===== config.mk =====
export PLATFORM = sky130hd
export DESIGN_NAME = spiclk_gen
export DESIGN_NICKNAME = d
export VERILOG_FILES = /design/src/rtl/spiclk_pkg.sv /design/src/rtl/spiclk_shadow.sv /design/src/rtl/spiclk_ticker.sv /design/src/rtl/spiclk_fsm.sv /design/src/rtl/spiclk_outgen.sv /design/src/rtl/spiclk_gen.sv
export SDC_FILE = /design/constraint.sdc
export NUM_CORES = 1
export LEC_CHECK = 0
export BUFFER_PORTS_ARGS = -buffer_cell sky130_fd_sc_hd__buf_2
export CORE_ASPECT_RATIO = 1.4
export CORE_MARGIN = 2
export CORE_UTILIZATION = 55
export DETAILED_ROUTE_END_ITERATION = 10
export PLACE_DENSITY = 0.78
export REMOVE_ABC_BUFFERS = 1
export SLEW_MARGIN = 20
export SYNTH_ARGS = -nofsm -noshare
export SYNTH_HDL_FRONTEND = slang
export SYNTH_SLANG_ARGS = --single-unit

===== constraint.sdc =====
create_clock -name clk -period 2.6 [get_ports clk]
set_clock_uncertainty 0.05 [all_clocks]
set_input_delay 0.13 -clock clk [delete_from_list [all_inputs] [get_ports clk]]
set_output_delay 0.13 -clock clk [all_outputs]
set_load 0.01 [all_outputs]

===== src/rtl/spiclk_pkg.sv =====
package spiclk_pkg;

    typedef enum logic [1:0] {
        ST_STOPPED = 2'd0,
        ST_RUNNING = 2'd1,
        ST_RUNOUT  = 2'd2
    } spiclk_state_e;

    typedef enum logic [1:0] {
        GATE_WITH_CS = 2'd0,
        GATE_RUNON1  = 2'd1,
        GATE_RUNON2  = 2'd2,
        GATE_FREE    = 2'd3
    } spiclk_gate_e;

    localparam int GATE_W = 2;

endpackage


===== src/rtl/spiclk_shadow.sv =====
module spiclk_shadow #(
    parameter int DIV_W     = 8,
    parameter bit BYPASS_EN = 1'b1
) (
    input  logic             clk,
    input  logic             rst_n,
    input  logic             load,
    input  logic [DIV_W-1:0] div_wrap,
    input  logic [DIV_W-1:0] div_high,
    input  logic             bypass,
    output logic [DIV_W-1:0] wrap_q,
    output logic [DIV_W-1:0] high_q,
    output logic             byp_q,
    output logic [DIV_W-1:0] wrap_eff
);

    localparam logic [DIV_W-1:0] WRAP_RST = DIV_W'(1);

    always_ff @(posedge clk or negedge rst_n) begin
        if (!rst_n) begin
            wrap_q <= WRAP_RST;
            high_q <= '0;
        end else if (load) begin
            wrap_q <= div_wrap;
            high_q <= div_high;
        end
    end

    generate
        if (BYPASS_EN) begin : g_byp
            always_ff @(posedge clk or negedge rst_n) begin
                if (!rst_n)    byp_q <= 1'b0;
                else if (load) byp_q <= bypass;
            end
        end else begin : g_nobyp
            logic unused_byp;
            assign unused_byp = bypass;
            assign byp_q      = 1'b0;
        end
    endgenerate

    // in bypass every system cycle is a full period
    assign wrap_eff = byp_q ? '0 : wrap_q;

endmodule


===== src/rtl/spiclk_ticker.sv =====
module spiclk_ticker #(
    parameter int DIV_W = 8
) (
    input  logic             clk,
    input  logic             rst_n,
    input  logic             run,
    input  logic             clear,
    input  logic [DIV_W-1:0] wrap_eff,
    output logic [DIV_W-1:0] cnt_q,
    output logic             period_end
);

    assign period_end = run && (cnt_q == wrap_eff);

    always_ff @(posedge clk or negedge rst_n) begin
        if (!rst_n) begin
            cnt_q <= '0;
        end else if (!run || clear || period_end) begin
            cnt_q <= '0;
        end else begin
            cnt_q <= cnt_q + DIV_W'(1);
        end
    end

endmodule


===== src/rtl/spiclk_fsm.sv =====
module spiclk_fsm
    import spiclk_pkg::*;
(
    input  logic              clk,
    input  logic              rst_n,
    input  logic              cs_active,
    input  logic [GATE_W-1:0] gate_mode,
    input  logic              period_end,
    output spiclk_state_e     state_q,
    output logic              run,
    output logic              cnt_clear,
    output logic              load_cfg
);

    spiclk_state_e     state_nxt;
    logic [GATE_W-1:0] runon_q;
    logic [GATE_W-1:0] runon_nxt;
    spiclk_gate_e      mode;
    logic              keep_going;

    assign mode       = spiclk_gate_e'(gate_mode);
    assign keep_going = cs_active || (mode == GATE_FREE);

    // state register
    always_ff @(posedge clk or negedge rst_n) begin
        if (!rst_n) begin
            state_q <= ST_STOPPED;
            runon_q <= '0;
        end else begin
            state_q <= state_nxt;
            runon_q <= runon_nxt;
        end
    end

    // transitions: START, HALT, LINGER, RESUME, DRAIN
    always_comb begin
        state_nxt = state_q;
        runon_nxt = runon_q;
        unique case (state_q)
            ST_STOPPED: begin
                if (keep_going) state_nxt = ST_RUNNING;          // START
            end
            ST_RUNNING: begin
                if (!keep_going) begin
                    if (mode == GATE_WITH_CS) begin
                        state_nxt = ST_STOPPED;                  // HALT
                    end else begin
                        state_nxt = ST_RUNOUT;                   // LINGER
                        runon_nxt = gate_mode;
                    end
                end
            end
            ST_RUNOUT: begin
                if (keep_going) begin
                    state_nxt = ST_RUNNING;                      // RESUME
                end else if (mode == GATE_WITH_CS) begin
                    state_nxt = ST_STOPPED;                      // HALT
                end else if (period_end) begin
                    if (runon_q == '0) state_nxt = ST_STOPPED;   // DRAIN
                    else               runon_nxt = runon_q - GATE_W'(1);
                end
            end
            default: state_nxt = ST_STOPPED;
        endcase
    end

    // outputs
    always_comb begin
        run       = (state_q != ST_STOPPED);
        cnt_clear = (state_nxt == ST_STOPPED);
        load_cfg  = (state_q == ST_STOPPED) || period_end;
    end

endmodule


===== src/rtl/spiclk_outgen.sv =====
module spiclk_outgen #(
    parameter int DIV_W     = 8,
    parameter bit BYPASS_EN = 1'b1
) (
    input  logic             clk,
    input  logic             run,
    input  logic             dummy_gate,
    input  logic             idle_high,
    input  logic             byp_q,
    input  logic [DIV_W-1:0] cnt_q,
    input  logic [DIV_W-1:0] high_q,
    input  logic [DIV_W-1:0] wrap_q,
    output logic             sclk,
    output logic             shift_stb,
    output logic             sample_stb
);

    logic visible;
    logic div_active;
    logic div_shift;
    logic div_sample;
    logic has_idle_phase;

    assign visible        = run && !dummy_gate;
    assign has_idle_phase = (high_q < wrap_q);
    assign div_active     = (cnt_q <= high_q);
    assign div_sample     = (cnt_q == '0);
    assign div_shift      = has_idle_phase && (cnt_q == high_q + DIV_W'(1));

    generate
        if (BYPASS_EN) begin : g_byp
            always_comb begin
                if (!visible) begin
                    sclk       = idle_high;
                    shift_stb  = 1'b0;
                    sample_stb = 1'b0;
                end else if (byp_q) begin
                    sclk       = clk ^ idle_high;
                    shift_stb  = 1'b1;
                    sample_stb = 1'b1;
                end else begin
                    sclk       = div_active ? ~idle_high : idle_high;
                    shift_stb  = div_shift;
                    sample_stb = div_sample;
                end
            end
        end else begin : g_nobyp
            logic unused_in;
            assign unused_in  = clk ^ byp_q;
            assign sclk       = (visible && div_active) ? ~idle_high : idle_high;
            assign shift_stb  = visible && div_shift;
            assign sample_stb = visible && div_sample;
        end
    endgenerate

endmodule


===== src/rtl/spiclk_gen.sv =====
module spiclk_gen
    import spiclk_pkg::*;
#(
    parameter int DIV_W     = 8,
    parameter bit BYPASS_EN = 1'b1
) (
    input  logic             clk,
    input  logic             rst_n,
    input  logic [DIV_W-1:0] div_wrap,
    input  logic [DIV_W-1:0] div_high,
    input  logic             bypass,
    input  logic [1:0]       gate_mode,
    input  logic             idle_high,
    input  logic             cs_active,
    input  logic             dummy_gate,
    output logic             sclk,
    output logic             shift_stb,
    output logic             sample_stb
);

    spiclk_state_e    state_q;
    logic             run;
    logic             cnt_clear;
    logic             load_cfg;
    logic             period_end;
    logic [DIV_W-1:0] cnt_q;
    logic [DIV_W-1:0] wrap_q;
    logic [DIV_W-1:0] high_q;
    logic [DIV_W-1:0] wrap_eff;
    logic             byp_q;

    spiclk_shadow #(.DIV_W(DIV_W), .BYPASS_EN(BYPASS_EN)) u_shadow (
        .clk(clk), .rst_n(rst_n), .load(load_cfg),
        .div_wrap(div_wrap), .div_high(div_high), .bypass(bypass),
        .wrap_q(wrap_q), .high_q(high_q), .byp_q(byp_q), .wrap_eff(wrap_eff)
    );

    spiclk_fsm u_fsm (
        .clk(clk), .rst_n(rst_n), .cs_active(cs_active), .gate_mode(gate_mode),
        .period_end(period_end), .state_q(state_q), .run(run),
        .cnt_clear(cnt_clear), .load_cfg(load_cfg)
    );

    spiclk_ticker #(.DIV_W(DIV_W)) u_ticker (
        .clk(clk), .rst_n(rst_n), .run(run), .clear(cnt_clear),
        .wrap_eff(wrap_eff), .cnt_q(cnt_q), .period_end(period_end)
    );

    spiclk_outgen #(.DIV_W(DIV_W), .BYPASS_EN(BYPASS_EN)) u_out (
        .clk(clk), .run(run), .dummy_gate(dummy_gate), .idle_high(idle_high),
        .byp_q(byp_q), .cnt_q(cnt_q), .high_q(high_q), .wrap_q(wrap_q),
        .sclk(sclk), .shift_stb(shift_stb), .sample_stb(sample_stb)
    );

endmodule


# == After elaboration in Yosys (flattened, before gate mapping) ==
# Cells that the tools add are included.
# word_totals
n_memories,0
reg_bits,29
rom_bits,0
latch_bits,0
ramBits,0
in_bits,24
# op_classes
mul,0
muxes,24
n_reduce_logical,17
order_cmp,2
div,0
n_shift,0
n_bitwise,2
n_eq_ne,11
add_sub_neg,3
# ops
operator,count
$mux 2,13
$add 8x1->8 const B,2
$eq 8x8->1,2
$mux 8,2
$ne 2x2->1 const B,5
$le 8x8->1,1
$logic_not 2->1,4
$logic_not 8->1,1
$lt 8x8->1,1
$mux 1,7
$reduce_and 7->1,1
$pmux 2 s3,1
$eq 2x2->1 const B,2
$logic_or 1x1->1,4
$pmux 2 s2,1
$reduce_bool 2->1,2
$logic_and 1x1->1,3
$eq 2x1->1 const B,1
$logic_not 1->1,2
$ne 2x1->1 const B,1
$sub 2x1->2 const B,1
$not 1->1,1
$xor 1x1->1,1

# == Logic depth before layout (Yosys ltp) ==
# depth
word_depth,11
depth_mapped,9

# == Modules after synthesis ==
# From an unflattened synthesis, not the netlist that was laid out.
# unflattened
hier_cells,215
hier_area_um2,2220.9
# modules_own_cells
module,cells_each,n_inst,area_per_inst_um2
spiclk_shadow,44,1,737.0
spiclk_outgen,92,1,690.7
spiclk_ticker,46,1,471.7
spiclk_fsm,33,1,321.6

==> results.md <==
* Status: complete, no violations
* Via-to-Cell Ratio at roughly 6
* Std cell rows at 27
* Setup violators final at 0
* Synth Area in Simple Gates at between 10% and 20%
* Routed len/inst at between 15 and 20 um
* Grt ovf at 0
* CP Data Required Time at 2.42 ns
* Initial antenna violation count at 0
* Switching pwr at 1.373 mW
* Hold Worst Slack at between 0.07 and 0.08 ns
* Worst slack, placed at ~0.32 ns
* Die Width at between 50 and 60 um
* Sequential power share at 28.0%
* Max-cap violations at 0
* Diodes inserted at 0
* EDFF count, synth at 0
* Final period util at between 90% and 100%
* GRT Util Overall at 26.59%
* PD cells at 1122 mW/mm^2
* DR iter-0 viols at 116
* Crit Path Max Fanout at 2
* Number of global-route vias before repair at 2111
* Synth Area in Adders at 12.80%
* Ys async rst share at 100.0%
* Clock insertion delay at the later pin of the skew report at around 0.39 ns
* Fin cells at 342
* Worst vdd ir at 806.3 uV
* Crit path launch type: clock port
* Core area at around 0.0039 sq mm
* Post-Place Cell Area at 0.002432 sq mm
* Switching Fraction at between 40% and 50%
* Crit. End Element: output port
* Internal power at 1.809 mW
* Core Util, Final at 72.35%
* Yosys Warn Count at 0
* Share of cells above drive strength 1 at 20.07%
* Arr. time, crit path at 2.31 ns
* Final wirelength at 5673 um
* Area Growth Syn to Fin at 26.10%
* Placed insts at approximately 310
* Port Buf Inserts at 26
* Final hold violations at 0
* Hold Crit Class: primary input to register
* DP Wirelength at around 3700 um
* Logic gate share of total power at 52.7%
* Syn avg cell area at 9.447 sq um
* Fin crit period at 2.492 ns
* Max transition margin at 56.01%
* Synth Area in XOR/XNOR at under 10%
* Register area share after synthesis at between 30% and 40%
* Complex-gate fraction of the synthesized area at 15.97%
* Largest net degree at the start of global routing at 30
* Pins Over Slew Limit at 0
* Routed Antenna Nets at 0
* Slew @ Worst Pin at about 0.66 ns
* Netlist Area Pre-Place at roughly 0.0022 sq mm
* TritonCTS clock tree: built
* Final instance area at 0.002835 sq mm
* Register clock-pin slew on the reported worst setup and hold paths at 0.06 ns
* Setup CP Type: clock port to output port
* Mux contribution to synthesized area at roughly a tenth
* Largest family of logic cells by synthesized area: compound AO/OA/AOI/OAI gates
* Via count at 2010
* First-pass GRT wire length at roughly 8900 um
* Setup_tns at 0 ns
* Initial core utilization at between 50 and 60%
* Primary FF master, synth: dfrtp_1
* Drt first pass iters at 4
* Placer Congestion at between 0.9 and 1
* Die height at 79.65 um
* Clock power share at between 10% and 20%
* Cell variety after synth at 54
* Layout Nets at 344
* I/O pin total at 27
* Worst setup margin at 0.1079 ns
* Cells after Synth at 238
* DR DRC count at 0
* Leak pwr at 1.347 nW
* Die ar. at 0.004622 sq mm
* FF+latch count, synth at 29
* RSZ-0062 raised after global routing: false
* Fmax at 404.5 MHz
* Power, Total at 3.181 mW
-- power groups by stage --
stage / registers [mW] / logic [mW] / clock network (mW)
CTS: 0.881 / 1.62 / 0.634
global placement: 0.893 / 1.51 / 0.0310
finish: 0.891 / 1.68 / 0.614
global route: 0.918 / 1.90 / 0.654
floorplan: 0.842 / 1.13 / 0.0251
detailed placement: 0.898 / 1.54 / 0.0310
-- timing repair --
action,4_1_cts,5_1_grt
hold buffers,18,0
pin swaps,1,0
setup endpoints to repair,1,3
hold endpoints to repair,45,0
gates cloned,0,0
setup buffers,1,3
gates resized for setup,3,7
-- area by class of cell --
type | count | area [sq um]
inverters | 27 | 101.3
multi-input cells | 174 | 1393
well taps | 43 | 53.80
flip-flops and latches | 29 | 732.0
repair buffers | 54 | 387.9
clock inverters | 1 | 3.754
clock buffers | 14 | 163.9
fillers | 274 | 1084
-- cell families after synthesis --
logic type | Yosys count
multiplexers | 20
buffers and inverters | 35
adder cells (fa/ha/maj) | 23
AO/OA/AOI/OAI | 52
AND/OR/NAND/NOR | 60
XOR/XNOR | 19
flip-flops | 29
-- routing by layer --
| metal | GRT usage, % | vias to the layer above | share of wire [%] |
|---|---|---|---|
| met5 | 0 | - | 0 |
| met4 | 20.23 | 0 | 3.8 |
| met3 | 8.266 | 22 | 4.8 |
| met2 | 44.09 | 65 | 53 |
| met1 | 27.29 | 955 | 38 |
| li1 | - | 968 | - |
-- synth_stat cells (3+ instances only) --
master   instances  area [sq um]
buf_2            3         15.01
nand2_1          6         22.52
ha_1            23         287.8
inv_1           27         101.4
a21o_1           3         22.52
mux2_1          18         202.7
dfrtp_1         28         700.7
and3_1           5         31.28
a21oi_1          6         30.03
o21a_1           3         22.52
a31oi_1          6         37.54
o21ai_0         10         50.05
nor2_1          20         75.07
xnor2_1         12         105.1
nor3_1           4         20.02
xor2_1           7         61.31
nand3_1          8         40.04
-- sequential cells by signal, summed over array words and instances (netlist names) --
register and count:
u_fsm.state_q 2, u_shadow.wrap_q 8, u_fsm.runon_q 2, u_ticker.cnt_q 8, u_shadow.byp_q 1, u_shadow.high_q 8
-- worst max-delay path, stage by stage --
cell and delay (ns):
clkbuf_8 0.12, clkbuf_8 0.13, o21ai_4 0.17, clkbuf_8 0.15, nor2_1 0.03, nand2_1 0.05
mux2_4 0.13, o211ai_1 0.07, buf_2 0.15
-- cells in the final DEF, fill, tap and decap left out, types with 2 or more instances in the layout --
| cell type | count |
|---|---|
| o211ai_1 | 2 |
| a31oi_1 | 6 |
| a21oi_1 | 6 |
| a2bb2oi_1 | 2 |
| o21ai_0 | 10 |
| nor2_1 | 19 |
| and4bb_1 | 2 |
| nor3_1 | 4 |
| xnor2_1 | 12 |
| dfrtp_2 | 4 |
| mux2i_1 | 2 |
| nand2_1 | 6 |
| clkbuf_8 | 11 |
| xor2_1 | 7 |
| buf_2 | 26 |
| inv_1 | 28 |
| nor2b_1 | 2 |
| ha_1 | 22 |
| nand3b_1 | 2 |
| nand4_1 | 2 |
| a21o_1 | 3 |
| a211oi_1 | 2 |
| o31ai_1 | 2 |
| o21a_1 | 3 |
| clkbuf_1 | 2 |
| mux2_1 | 17 |
| dlygate4sd3_1 | 18 |
| nand3_1 | 8 |
| dfrtp_1 | 24 |
| and3_1 | 5 |
| buf_4 | 11 |
-- final timing paths --
kind,startpoint,end,slack (ns),depth (start not counted)
worst max-delay path,clk,sclk,0.11,9
worst min-delay path,gate_mode[0],u_fsm.runon_q[0],0.07,3
worst max register to register,u_ticker.cnt_q[3],u_fsm.runon_q[0],0.29,6
worst min register to register,u_ticker.cnt_q[0],u_ticker.cnt_q[0],0.47,1
max in group asynchronous,rst_n,u_ticker.cnt_q[0],1.78,2
min in group asynchronous,rst_n,u_ticker.cnt_q[5],0.25,2
No activity file was read; power rests on OpenSTA's default activity.
